===== config.mk =====
export PLATFORM = sky130hd
export DESIGN_NAME = sram_lane_seq
export DESIGN_NICKNAME = d
export VERILOG_FILES = /design/src/rtl/sram_lane_pkg.sv /design/src/rtl/sram_phase_timer.sv /design/src/rtl/sram_lane_route.sv /design/src/rtl/sram_read_align.sv /design/src/rtl/sram_lane_seq.sv
export SDC_FILE = /design/constraint.sdc
export NUM_CORES = 1
export LEC_CHECK = 0
export BUFFER_PORTS_ARGS = -buffer_cell sky130_fd_sc_hd__buf_2
export CAP_MARGIN = 20
export CORE_AREA = 2 2 103 105
export DETAILED_ROUTE_END_ITERATION = 10
export DIE_AREA = 0 0 105 107
export PLACE_DENSITY = 0.81
export SLEW_MARGIN = 20
export SYNTH_ARGS = -nofsm -noshare
export SYNTH_HDL_FRONTEND = slang
export SYNTH_SLANG_ARGS = --single-unit

===== constraint.sdc =====
create_clock -name clk -period 2.9 [get_ports clk]
set_clock_uncertainty 0.05 [all_clocks]
set_input_delay 0.58 -clock clk [delete_from_list [all_inputs] [get_ports clk]]
set_output_delay 0.58 -clock clk [all_outputs]
set_load 0.05 [all_outputs]

===== src/rtl/sram_lane_pkg.sv =====
package sram_lane_pkg;

  typedef enum logic [2:0] {
    ST_IDLE,
    ST_TURN,
    ST_READ,
    ST_WPULSE,
    ST_WHOLD
  } seq_state_t;

  // whole cycles covering a minimum time, never below one
  function automatic int ns_to_cyc(input int ns, input int clk_ns);
    int c;
    c = (ns + clk_ns - 1) / clk_ns;
    return (c < 1) ? 1 : c;
  endfunction

  function automatic int imax(input int a, input int b);
    return (a > b) ? a : b;
  endfunction

endpackage


===== src/rtl/sram_phase_timer.sv =====
module sram_phase_timer #(
  parameter int CNT_W = 4
) (
  input  logic             clk,
  input  logic             rst,
  input  logic             load,
  input  logic [CNT_W-1:0] load_val,
  output logic             final_cyc,
  output logic             expired
);
  logic [CNT_W-1:0] cnt;

  always_ff @(posedge clk) begin
    if (rst)             cnt <= '0;
    else if (load)       cnt <= load_val;
    else if (cnt != '0)  cnt <= cnt - 1'b1;
  end

  assign final_cyc = (cnt == CNT_W'(1));
  assign expired   = (cnt <= CNT_W'(1));
endmodule


===== src/rtl/sram_lane_route.sv =====
module sram_lane_route #(
  parameter int LANES    = 4,
  parameter int LANE_W   = 8,
  parameter int ACCESS_W = 32,
  localparam int DATA_W  = LANES * LANE_W
) (
  input  logic [1:0]        sel,
  input  logic [LANES-1:0]  be,
  input  logic [DATA_W-1:0] wdata,
  output logic [LANES-1:0]  lane_mask,
  output logic [DATA_W-1:0] wdata_rep
);
  localparam int LPW    = ACCESS_W / LANE_W;
  localparam int GROUPS = LANES / LPW;

  int grp;

  always_comb begin
    grp = int'(sel) % GROUPS;
    for (int i = 0; i < LANES; i++)
      lane_mask[i] = ((i / LPW) == grp) && be[i % LPW];
  end

  for (genvar g = 0; g < LANES; g++) begin : g_rep
    assign wdata_rep[g*LANE_W +: LANE_W] = wdata[(g % LPW)*LANE_W +: LANE_W];
  end

  always_comb begin
    p_group_width_r9: assert ($countones(lane_mask) <= LPW)
      else $error("lane mask wider than one access group");
  end
endmodule


===== src/rtl/sram_read_align.sv =====
module sram_read_align #(
  parameter int LANES    = 4,
  parameter int LANE_W   = 8,
  parameter int ACCESS_W = 32,
  localparam int DATA_W  = LANES * LANE_W
) (
  input  logic [1:0]        sel,
  input  logic [DATA_W-1:0] bus_in,
  output logic [DATA_W-1:0] aligned
);
  localparam int GROUPS = LANES / (ACCESS_W / LANE_W);

  int grp;

  always_comb begin
    grp     = int'(sel) % GROUPS;
    aligned = '0;
    for (int j = 0; j < ACCESS_W; j++)
      aligned[j] = bus_in[grp*ACCESS_W + j];
  end
endmodule


===== src/rtl/sram_lane_seq.sv =====
module sram_lane_seq
  import sram_lane_pkg::*;
#(
  parameter int CLK_NS   = 10,
  parameter int ADDR_W   = 19,
  parameter int LANES    = 4,
  parameter int LANE_W   = 8,
  parameter int ACCESS_W = 32,
  parameter int T_RC_NS  = 70,
  parameter int T_AA_NS  = 70,
  parameter int T_OE_NS  = 35,
  parameter int T_WC_NS  = 70,
  parameter int T_WP_NS  = 50,
  parameter int T_CW_NS  = 60,
  parameter int T_AW_NS  = 60,
  parameter int T_DW_NS  = 30,
  parameter int T_AH_NS  = 5,
  parameter int T_HZ_NS  = 25,
  localparam int DATA_W  = LANES * LANE_W
) (
  input  logic              clk,
  input  logic              rst,
  input  logic              req,
  input  logic              req_we,
  input  logic [ADDR_W+1:0] req_addr,
  input  logic [DATA_W-1:0] req_wdata,
  input  logic [LANES-1:0]  req_be,
  output logic              ack,
  output logic [DATA_W-1:0] rsp_rdata,
  output logic [ADDR_W-1:0] mem_addr,
  output logic [LANES-1:0]  mem_cs_n,
  output logic [LANES-1:0]  mem_we_n,
  output logic              mem_oe_n,
  output logic [DATA_W-1:0] mem_dq_out,
  output logic              mem_dq_oe,
  input  logic [DATA_W-1:0] mem_dq_in
);
  localparam int EXB     = (ACCESS_W == 32) ? 0 : (ACCESS_W == 16) ? 1 : 2;
  localparam int RD_CYC  = ns_to_cyc(imax(T_RC_NS, imax(T_AA_NS, T_OE_NS)), CLK_NS);
  localparam int WP_CYC  = ns_to_cyc(imax(imax(T_WP_NS, T_CW_NS), imax(T_AW_NS, T_DW_NS)), CLK_NS);
  localparam int WC_CYC  = ns_to_cyc(T_WC_NS, CLK_NS);
  localparam int AH_CYC  = ns_to_cyc(T_AH_NS, CLK_NS);
  localparam int WH_CYC  = imax(AH_CYC, WC_CYC - WP_CYC);
  localparam int TA_CYC  = ns_to_cyc(T_HZ_NS, CLK_NS);
  localparam int MAX_CYC = imax(imax(RD_CYC, WP_CYC), imax(WH_CYC, TA_CYC));
  localparam int CNT_W   = $clog2(MAX_CYC + 1);

  seq_state_t state;
  logic [LANES-1:0]  lane_mask, mask_q;
  logic [DATA_W-1:0] wdata_rep, rd_aligned;
  logic [1:0]        sel_q;
  logic              accept, ph_load, ph_last, tz_clear, ph_unused, tz_last_unused;
  logic [CNT_W-1:0]  ph_val;

  sram_lane_route #(.LANES(LANES), .LANE_W(LANE_W), .ACCESS_W(ACCESS_W)) u_route (
    .sel(req_addr[1:0]), .be(req_be), .wdata(req_wdata),
    .lane_mask(lane_mask), .wdata_rep(wdata_rep));

  sram_read_align #(.LANES(LANES), .LANE_W(LANE_W), .ACCESS_W(ACCESS_W)) u_align (
    .sel(sel_q), .bus_in(mem_dq_in), .aligned(rd_aligned));

  sram_phase_timer #(.CNT_W(CNT_W)) u_phase (
    .clk(clk), .rst(rst), .load(ph_load), .load_val(ph_val),
    .final_cyc(ph_last), .expired(ph_unused));

  sram_phase_timer #(.CNT_W(CNT_W)) u_turn (
    .clk(clk), .rst(rst), .load(state == ST_READ && ph_last),
    .load_val(CNT_W'(TA_CYC)), .final_cyc(tz_last_unused), .expired(tz_clear));

  assign accept = (state == ST_IDLE) && req && !ack;

  always_comb begin
    ph_load = 1'b0;
    ph_val  = '0;
    if (accept && !req_we) begin
      ph_load = 1'b1;  ph_val = CNT_W'(RD_CYC);
    end else if ((accept && req_we && tz_clear) || (state == ST_TURN && tz_clear)) begin
      ph_load = 1'b1;  ph_val = CNT_W'(WP_CYC);
    end else if (state == ST_WPULSE && ph_last) begin
      ph_load = 1'b1;  ph_val = CNT_W'(WH_CYC);
    end
  end

  always_ff @(posedge clk) begin
    if (rst) begin
      state      <= ST_IDLE;
      mem_cs_n   <= '1;
      mem_we_n   <= '1;
      mem_oe_n   <= 1'b1;
      mem_dq_oe  <= 1'b0;
      mem_dq_out <= '0;
      mem_addr   <= '0;
      ack        <= 1'b0;
      rsp_rdata  <= '0;
      mask_q     <= '0;
      sel_q      <= '0;
    end else begin
      ack <= 1'b0;
      case (state)
        ST_IDLE: if (accept) begin
          mem_addr   <= req_addr[EXB +: ADDR_W];
          mask_q     <= lane_mask;
          sel_q      <= req_addr[1:0];
          mem_dq_out <= wdata_rep;
          if (!req_we) begin
            mem_cs_n <= ~lane_mask;
            mem_oe_n <= 1'b0;
            state    <= ST_READ;
          end else if (tz_clear) begin
            mem_cs_n  <= ~lane_mask;
            mem_we_n  <= ~lane_mask;
            mem_dq_oe <= 1'b1;
            state     <= ST_WPULSE;
          end else begin
            state <= ST_TURN;
          end
        end
        ST_TURN: if (tz_clear) begin
          mem_cs_n  <= ~mask_q;
          mem_we_n  <= ~mask_q;
          mem_dq_oe <= 1'b1;
          state     <= ST_WPULSE;
        end
        ST_READ: if (ph_last) begin
          rsp_rdata <= rd_aligned;
          mem_cs_n  <= '1;
          mem_oe_n  <= 1'b1;
          ack       <= 1'b1;
          state     <= ST_IDLE;
        end
        ST_WPULSE: if (ph_last) begin
          mem_we_n <= '1;
          mem_cs_n <= '1;
          state    <= ST_WHOLD;
        end
        ST_WHOLD: if (ph_last) begin
          mem_dq_oe <= 1'b0;
          ack       <= 1'b1;
          state     <= ST_IDLE;
        end
        default: state <= ST_IDLE;
      endcase
    end
  end

  // independent watch on cycles elapsed since the output enable went high
  logic [CNT_W-1:0] oe_high_cnt;
  always_ff @(posedge clk) begin
    if (rst)                              oe_high_cnt <= CNT_W'(TA_CYC);
    else if (!mem_oe_n)                   oe_high_cnt <= '0;
    else if (oe_high_cnt < CNT_W'(TA_CYC)) oe_high_cnt <= oe_high_cnt + 1'b1;
  end

  p_turnaround_r6: assert property (@(posedge clk) disable iff (rst)
    $rose(mem_dq_oe) |-> (oe_high_cnt >= CNT_W'(TA_CYC)))
    else $error("data driven inside the memory's release window");

  p_no_oe_in_write_r3: assert property (@(posedge clk) disable iff (rst)
    (mem_we_n != '1) |-> mem_oe_n)
    else $error("output enable low during a write pulse");

  p_we_inside_cs_r3: assert property (@(posedge clk) disable iff (rst)
    ((~mem_we_n) & mem_cs_n) == '0)
    else $error("write enable low on an unselected lane");

  p_drive_only_write_r10: assert property (@(posedge clk) disable iff (rst)
    mem_dq_oe |-> (mem_oe_n && state inside {ST_WPULSE, ST_WHOLD}))
    else $error("bus driven outside a write");

  p_ack_single_r7: assert property (@(posedge clk) disable iff (rst)
    ack |=> !ack)
    else $error("acknowledge longer than one cycle");

  p_addr_stable_r11: assert property (@(posedge clk) disable iff (rst)
    ((mem_cs_n != '1) && $past(mem_cs_n != '1)) |-> $stable(mem_addr))
    else $error("address moved during a selected access");

  p_addr_hold_r11: assert property (@(posedge clk) disable iff (rst)
    (state == ST_WHOLD) |-> $stable(mem_addr))
    else $error("address moved during write hold");

  if (ACCESS_W == 8) begin : g_byte_chk
    p_one_lane_r9: assert property (@(posedge clk) disable iff (rst)
      $countones(~mem_cs_n) <= 1)
      else $error("more than one lane selected in byte mode");
  end
endmodule


# ---- Yosys cells after proc, flatten, opt, wreduce, memory -nomap -nowiden
# Cells that the tools add are included.
dict set report op_classes {
  add_sub_neg 2
  mul 0
  n_div 0
  magnitude_cmp 1
  n_eq_ne 16
  shift 0
  mux 36
  bitwise_logic 3
  n_reduce_logical 31
}
# op count
set ops {}
lappend ops {{4-bit 2-to-1 mux} 7}
lappend ops {{3-bit 2-to-1 mux} 8}
lappend ops {{4-bit case mux with 3 select lines} 2}
lappend ops {{2-bit inequality test, second input constant} 8}
lappend ops {{3-bit nonzero test} 5}
lappend ops {{1-bit 2-to-1 mux} 12}
lappend ops {{3-bit case mux with 4 select lines} 1}
lappend ops {{4-bit AND reduction} 3}
lappend ops {{1-bit logical AND} 8}
lappend ops {{2-bit 2-to-1 mux} 4}
lappend ops {{4-bit NOT} 2}
lappend ops {{2-bit OR reduction} 4}
lappend ops {{3-bit by 1-bit == test with 1-bit output, second input constant} 2}
lappend ops {{3-bit by 2-bit == test with 1-bit output, second input constant} 2}
lappend ops {{6-bit AND reduction} 1}
lappend ops {{2-bit nonzero test} 3}
lappend ops {{3-bit by 1-bit subtractor with 3-bit output, second input constant} 2}
lappend ops {{5-bit AND reduction} 1}
lappend ops {{2-bit by 1-bit inequality test with 1-bit output, second input constant} 2}
lappend ops {{2-bit AND reduction} 2}
lappend ops {{3-bit == test, second input constant} 1}
lappend ops {{3-bit by 1-bit less-or-equal comparator with 1-bit output, second input constant} 1}
lappend ops {{3-bit logical NOT} 1}
lappend ops {{3-bit inequality test, second input constant} 1}
lappend ops {{other kinds (5)} 6}
dict set report totals {
  register_bits 107
  latch_bits 0
  ram_bits 0
  rom_bits 0
  inputBits 93
  output_inout_bits 94
  elab_cells 102
  mem_count 0
}

# ---- Depth between registers and ports, before layout
# Gate-level depths: netlist of the first run.
dict set report logic_depth {
  word_depth 9
  ltp_mapped 9
  mapped_depth_nobuf 6
}

# ---- By module
# Synthesis of the first run repeated with hierarchy kept, for this count alone.
dict set report unflattened {
  cells_unflattened 585
  hier_area_um2 4785.8
}
# module instances cells_each area_per_inst_um2 seq_area_each_um2
set by_module_without_submodules {}
lappend by_module_without_submodules {sram_lane_seq 1 467 3799.9 2021.9}
lappend by_module_without_submodules {sram_phase_timer 2 25 237.7 60.1}
lappend by_module_without_submodules {sram_lane_route 1 36 270.3 0.0}
lappend by_module_without_submodules {sram_read_align 1 32 240.2 0.0}

# ---- Worst setup path after synthesis of the first run
# Ideal clock, no wire load.
dict set report synth_path {
  path_kind {flip-flop to flip-flop}
  startpoint {register u_phase.cnt[1]}
  endpoint {register rsp_rdata[24]}
  setup_time_ps 132
  arrival_ps 1492
  t_required_ps 2718
  slack_ps 1226
  path_stages_with_launch 10
  n_path_buf 3
  synth_period_minus_slack_ps 1674
  path_cell_list {dfxtp_1 -> inv_1 -> ha_1 -> nand2b_1 -> buf_2 -> or3_1 -> buf_2 -> buf_2 -> nand2_1 -> a21oi_1}
}
dict set report synth_via {
  elab_chain_cells 2
}
# element line_no
set synth_lines {}
lappend synth_lines {{start, declared} sram_phase_timer.sv:11} ;# logic [CNT_W-1:0] cnt;
lappend synth_lines {{start signal, assigned} sram_phase_timer.sv:15} ;# else if (load) cnt <= load_val;
lappend synth_lines {{start signal, assigned} sram_phase_timer.sv:16} ;# else if (cnt != '0) cnt <= cnt - 1'b1;
lappend synth_lines {{3-bit by 1-bit == test with 1-bit output} sram_phase_timer.sv:19} ;# assign final_cyc = (cnt == CNT_W'(1));
lappend synth_lines {{2-bit AND reduction (no line)} --}
lappend synth_lines {{end signal, assigned} sram_lane_seq.sv:125} ;# rsp_rdata <= rd_aligned;
lappend synth_lines {{end, declared} sram_lane_seq.sv:29} ;# output logic [DATA_W-1:0] rsp_rdata,
# Every way passes these cells.
# A chain may end at the register's enable or synchronous reset.

# ---- Worst setup path after layout of the first run
dict set report layout_path {
  startpoint {register u_phase.cnt[1]}
  endpoint {register rsp_rdata[27]}
}
# Same word-level chain as after synthesis.

==> qor.yml, run 1 <==
ys_async_sr_fraction: 0
cts_tree: "yes"
syn-cell-area_um2: 4180
finalCriticalPeriod_ns: 2.11
die-width_um: 105
yosysTopAreaCellShare: 0.512
endpoint_kind: "register"
cts-hold-fix-buffers: 0
yosys_warnings: 0
worst_hold_path_type: "input pin to register"
synth_fp_nets: 617
fill_cells: 977
post-route-period-util: 0.728
worstMarginPinSlew_ns: 0.648
crit_arrival_ns: 2.28
switchingPower_uw: 1840
vias: 3989
numPortBuffers: 184
cts_made_buffers: 9
syn_inst: 518
syn_to_final_growth_pct: 27.3
path_cells: "inv_1 > ha_1 > nand2b_1 > or3_2 > nand2_1 > a21oi_1"
p_seq_frac: 0.420
gr-usage-all-layers: 0.174
sw_frac_of_total: 0.423
grt_overflow: 0
critical_path_class: "register to register"
hold_violations: 0
clk_latency_ns: 0.36
yosys.cell_types.count: 35
rsz0062_at_grt: "false"
cts_setup_buffers: 0
die-area_um2: 11200
path_delay_family: "simple AND/OR/NAND/NOR gates"
multi_input_area_um2: 1840
fmax_mhz: 473
ir_drop_v: 0.000392
core_um2: 10100
clk_path_buf_depth: 2
ys_seq_elements: 107
drt-wirelength-per-cell_um: 12.3
grt_first_pass_wirelength_um: 16200
cp_num_buf_inv: 1
dr.pass1.iters: 5
slew_viol_final: 0
synth_common_cells: "177 x nand2_1, 107 x dfxtp_1, 95 x a21oi_1"
slew_headroom: 0.568
gp_congestion: 0.792
yosysSeqAreaShare: 0.512
drive_above_1_share: 0.309
drt_iter0_drc: 189
die_h_um: 107
cts-root-buf: "clkbuf_8"
cp_max_fo: 34
setup_slack_ns: 0.788
yosys.cell_count.top_type: "nand2_1"
synth_top_cell_by_area: "dfxtp_1"
place_ws_ns: 0.602
powerDensity_nw_per_um2: 819
start_kind: "register"
internal_power_uw: 2520
drt_wl_total_um: 10100
power_frac_comb: 0.381
ant_nets: 0
drc: 0
initial_core_util: 0.414
rows: 37
cts_resized: 0
grt_pass1_vias: 3616
synth_edf_count: 0
register_area_um2: 2140
worst_path_largest_cell_delay_ns: 0.83
grt_max_degree: 63
io_pins: 187
synth_top_flop_cell: "dfxtp_1"
clk_pin_slew_ns: 0.11
drv_cap: 0
clkPwrFrac: 0.198
cpMaxStageDelayCell: "or3_2"
clkSinkCount: 107
whs_ns: 0.395
ys_top_cells_by_area: "dfxtp_1 51%, nand2_1 16%, a21oi_1 11%"
htreeDepth: 3
tns_ns: 0
antenna_found_initial: 0
antenna_cells: 0
outcome: "finished, final reports clean"
synth.avg_cell_area_um2: 8.07
routed_via_density: 4.85
place_hpwl_um: 7310
crit_required_ns: 3.07
cellLeakagePower_uw: 0.00241
report.final.setup_viol: 0
layout.nets: 780
[cell usage in the layout, fill, tap and decap left out, types with 2 or more instances in the layout]
master,synthesis,final
a21oi_1,95,95
a22oi_1,8,8
a31oi_1,2,2
buf_2,11,183
buf_4,0,5
clkbuf_8,0,10
dfxtp_1,107,107
ha_1,6,6
inv_1,5,5
inv_6,0,3
mux2i_1,9,9
nand2_1,177,177
nand2b_1,7,7
nand3_1,4,3
nand3b_1,2,2
nor2_1,22,22
nor2b_1,6,6
nor3_1,7,7
nor3_4,1,2
o211ai_1,3,3
o21ai_0,3,3
o22ai_1,3,3
xnor2_1,2,2
[flip-flops by register name, indices dropped and copies added, names as in the netlist, 4 cells and up]
name	flops
mem_we_n	4
mem_cs_n	4
mask_q	4
mem_dq_out	32
mem_addr	19
rsp_rdata	32
[final cells by class]
| cell class | count | share of cell area |
|---|---|---|
| sequential | 107 | 0.402 |
| multi-input combinational | 369 | 0.345 |
| timing repair buffer | 189 | 0.183 |
| tap | 136 | 0.0319 |
| clock buffer | 10 | 0.0258 |
| clock inverter | 6 | 0.00893 |
| inverter | 5 | 0.00352 |
[per-stage QoR]
step,cells,instance area (µm²),total power [µW],util
finish,822,5330,4360,0.528
global route,822,5330,4640,0.528
CTS,822,5330,4410,0.528
detailed placement,806,5140,3540,0.509
global placement,806,5140,3470,0.509
floorplan,518,4180,3190,-
[power by group through the flow]
| stage | Sequential, µW | Combinational (µW) | Clock (µW) |
|---|---|---|---|
| 2_1_floorplan | 2370 | 825 | 0 |
| 3_3_place_gp | 1850 | 1620 | 0 |
| 3_5_place_dp | 1870 | 1670 | 0 |
| 4_1_cts | 1830 | 1670 | 908 |
| 5_1_grt | 1860 | 1810 | 964 |
| 6_report | 1830 | 1660 | 865 |
[worst paths after layout]
check,from,end,slack [ns],cells after the start
max,u_phase.cnt[1]$_SDFFE_PP0P_,rsp_rdata[27]$_SDFFE_PP0P_,0.79,6
min reg2reg,mem_dq_out[21]$_SDFFE_PP0P_,mem_dq_out[21]$_SDFFE_PP0P_,0.41,2
max reg2reg,u_phase.cnt[1]$_SDFFE_PP0P_,rsp_rdata[27]$_SDFFE_PP0P_,0.79,6
min,mem_dq_in[7],rsp_rdata[7]$_SDFFE_PP0P_,0.39,3
[per-layer routing]
metal	up-vias	GRT usage	wire (µm)
met1	1807	0.205	4210
met3	14	0.0450	671
met2	136	0.310	5060
li1	2032	-	-
met4	0	0.0543	140
met5	-	0	0
[kinds of logic after synthesis]
| logic type | count (synthesis) | synth area share |
|---|---|---|
| xor gates and xnor gates | 2 | 0.00419 |
| muxes | 9 | 0.0215 |
| and+or+nand+nor | 231 | 0.229 |
| buffers and inverters | 42 | 0.0517 |
| adders and majority gates | 6 | 0.0179 |
| DFF | 107 | 0.512 |
| AOI/OAI and AO/OA | 121 | 0.164 |
[worst reg2reg max path, delay by kind of cell, from the launching register on]
family | cells | cell delay [ns]
compound gates | 1 | 0.07
fa+ha+maj | 1 | 0.19
buf+inv | 1 | 0.10
simple gates | 3 | 1.23
flops | 1 | 0.33
No activity file was read; power rests on OpenSTA's default activity.
==> run 2, diff against run 1 <==
--- a/config.mk
+++ b/config.mk
@@ -10,7 +10,7 @@
 export CORE_AREA = 2 2 103 105
 export DETAILED_ROUTE_END_ITERATION = 10
 export DIE_AREA = 0 0 105 107
-export PLACE_DENSITY = 0.81
+export PLACE_DENSITY = 0.83
 export SLEW_MARGIN = 20
 export SYNTH_ARGS = -nofsm -noshare
 export SYNTH_HDL_FRONTEND = slang
==> constraint.sdc (replaced) <==
create_clock -name clk -period 1.8 [get_ports clk]
set_clock_uncertainty 0.05 [all_clocks]
set_input_delay 0.36 -clock clk [delete_from_list [all_inputs] [get_ports clk]]
set_output_delay 0.36 -clock clk [all_outputs]
set_load 0.05 [all_outputs]
==> run 2 against run 1 <==
Against the previous run: total power up 66%; die area did not move; non-clock buffer count up 12; clock power is 64% higher; maximum frequency is 23% higher; count of clock-buffer cells in the layout rose by 1; largest power group unchanged.
==> qor.yml, run 2 (same netlist as run 1, synthesis figures left out) <==
rows: 37
layout.nets: 792
powerDensity_nw_per_um2: 1310
start_kind: "register"
startpoint: "u_phase.cnt[1]$_SDFFE_PP0P_"
cp_num_buf_inv: 4
worstMarginPinSlew_ns: 0.442
worst_hold_path_type: "input pin to register"
drt-wirelength-per-cell_um: 12.5
gr-usage-all-layers: 0.177
path_cells: "inv_1 > ha_1 > nand2b_4 > buf_4 > nor3_4 > buf_12 > buf_12 > nand2_1 > a21oi_1"
die_h_um: 107
gp_congestion: 0.815
reg2reg_slack_ns: 0.08
initial_core_util: 0.414
tns_ns: 0
hold_depth: 3
fill_cells: 1023
path_delay_family: "buffers and inverters"
clk_pin_slew_ns: 0.10
worst_path_largest_cell_delay_ns: 0.32
r2r_cells: 9
hold_end: "mem_addr[8]$_SDFFE_PP0P_"
ant_nets: 0
clk_latency_ns: 0.36
die-area_um2: 11200
report.final.setup_viol: 0
io_pins: 187
crit_arrival_ns: 1.96
post-route-period-util: 0.955
cp_max_fo: 16
finalCriticalPeriod_ns: 1.72
wl_met1_um: 4400
outcome: "finished, final reports clean"
drt_iter0_drc: 171
ir_drop_v: 0.000651
drt_wl_total_um: 10400
endpoint_kind: "register"
routed_via_density: 4.85
rr_endpoint: "rsp_rdata[31]$_SDFFE_PP0P_"
r2r_start: "u_phase.cnt[1]$_SDFFE_PP0P_"
layout_common_cells: "183 x buf_2, 177 x nand2_1, 106 x dfxtp_1"
grt_max_degree: 56
slew_headroom: 0.705
grt_overflow: 0
mostFrequentLayoutCell: "buf_2"
htreeDepth: 3
numPortBuffers: 184
grt_first_pass_wirelength_um: 16400
hp-start: "req_addr[8]"
final_cell_count_no_fill: 834
wl_met2_um: 5300
dp_cells: 814
dr.pass1.iters: 4
top_layer: "met4"
grt_pass1_vias: 3765
clk_path_buf_depth: 2
power.total_uw: 7250
slew_viol_final: 0
syn_to_final_growth_pct: 32.0
vias: 4043
die-width_um: 105
cts-root-buf: "clkbuf_8"
clkSinkCount: 107
drive_above_1_share: 0.322
hold_violations: 0
drc: 0
critical_path_class: "register to register"
cts_tree: "yes"
cpMaxStageDelayCell: "dfxtp_1"
drv_cap: 0
place_hpwl_um: 7240
cellLeakagePower_uw: 0.00251
core_um2: 10100
antenna_cells: 0
crit_required_ns: 2.04
reg_top3: "mem_dq_out: 32 flops, rsp_rdata: 32 flops, mem_addr: 19 flops"
cts_made_buffers: 9
cp_common_cell: "buf_12"
antenna_found_initial: 0
dr_wl_met3_um: 610
fmax_mhz: 582
run 2: changes by cell type in the layout (fill, tap and decap cells not counted), moves of 3 or more:
cell	delta
buf_4	+5
buf_12	+5
clkinv_4	+3
inv_6	-3
run 2: how the worst max path moves through the flow:
stage | endpoint | slack (ns) | cells after the start
after floorplan | rsp_rdata[24]$_SDFFE_PP0P_ | 0.13 | 9
after global placement | rsp_rdata[25]$_SDFFE_PP0P_ | 0.12 | 8
after detailed placement | rsp_rdata[13]$_SDFFE_PP0P_ | 0.07 | 8
after CTS | rsp_rdata[13]$_SDFFE_PP0P_ | 0.05 | 7
after global routing | rsp_rdata[25]$_SDFFE_PP0P_ | -0.02 | 9
final | rsp_rdata[31]$_SDFFE_PP0P_ | 0.08 | 9
run 2: metrics by stage:
| stage | util | setup slack, ns | hold slack (ns) | area, µm² |
|---|---|---|---|---|
| after floorplan | - | 0.126 | 0.399 | 4180 |
| after global placement | 0.520 | 0.117 | 0.388 | 5250 |
| after detailed placement | 0.520 | 0.0676 | 0.393 | 5250 |
| after CTS | 0.540 | 0.0495 | 0.152 | 5450 |
| after global routing | 0.547 | -0.0205 | 0.143 | 5520 |
| final | 0.547 | 0.0818 | 0.172 | 5520 |
run 2: worst reg2reg max path: stages, from the launching register on:
cell,delay (ns)
dfxtp_1,0.32
inv_1,0.09
ha_1,0.24
nand2b_4,0.09
buf_4,0.16
nor3_4,0.22
buf_12,0.15
buf_12,0.14
nand2_1,0.07
a21oi_1,0.12
run 2: power breakdown:
part	switching (µW)	internal [µW]	total (µW)
combinational	1980	936	2920
clock	819	599	1420
sequential	207	2710	2920
run 2: area by class of cell:
type / count / area, µm² / share of cell area
inverters: 5 / 18.8 / 0.00340
clock buffers: 11 / 151 / 0.0274
repair buffers: 201 / 1150 / 0.208
well taps: 136 / 170 / 0.0308
multi-input cells: 369 / 1840 / 0.334
clock inverters: 5 / 46.3 / 0.00839
flip-flops and latches: 107 / 2140 / 0.388
run 2: routing by layer:
layer / vias up / global-route usage
met4: 0 / 0.0419
met3: 10 / 0.0480
li1: 2052 / -
met1: 1850 / 0.198
met2: 131 / 0.333
met5: - / 0
run 2: timing repair:
item | in CTS | in global routing
resized for setup | 0 | 2
buffers inserted | 0 | 2
hold buffers | 0 | 0
endpoints found under the setup margin | 0 | 38
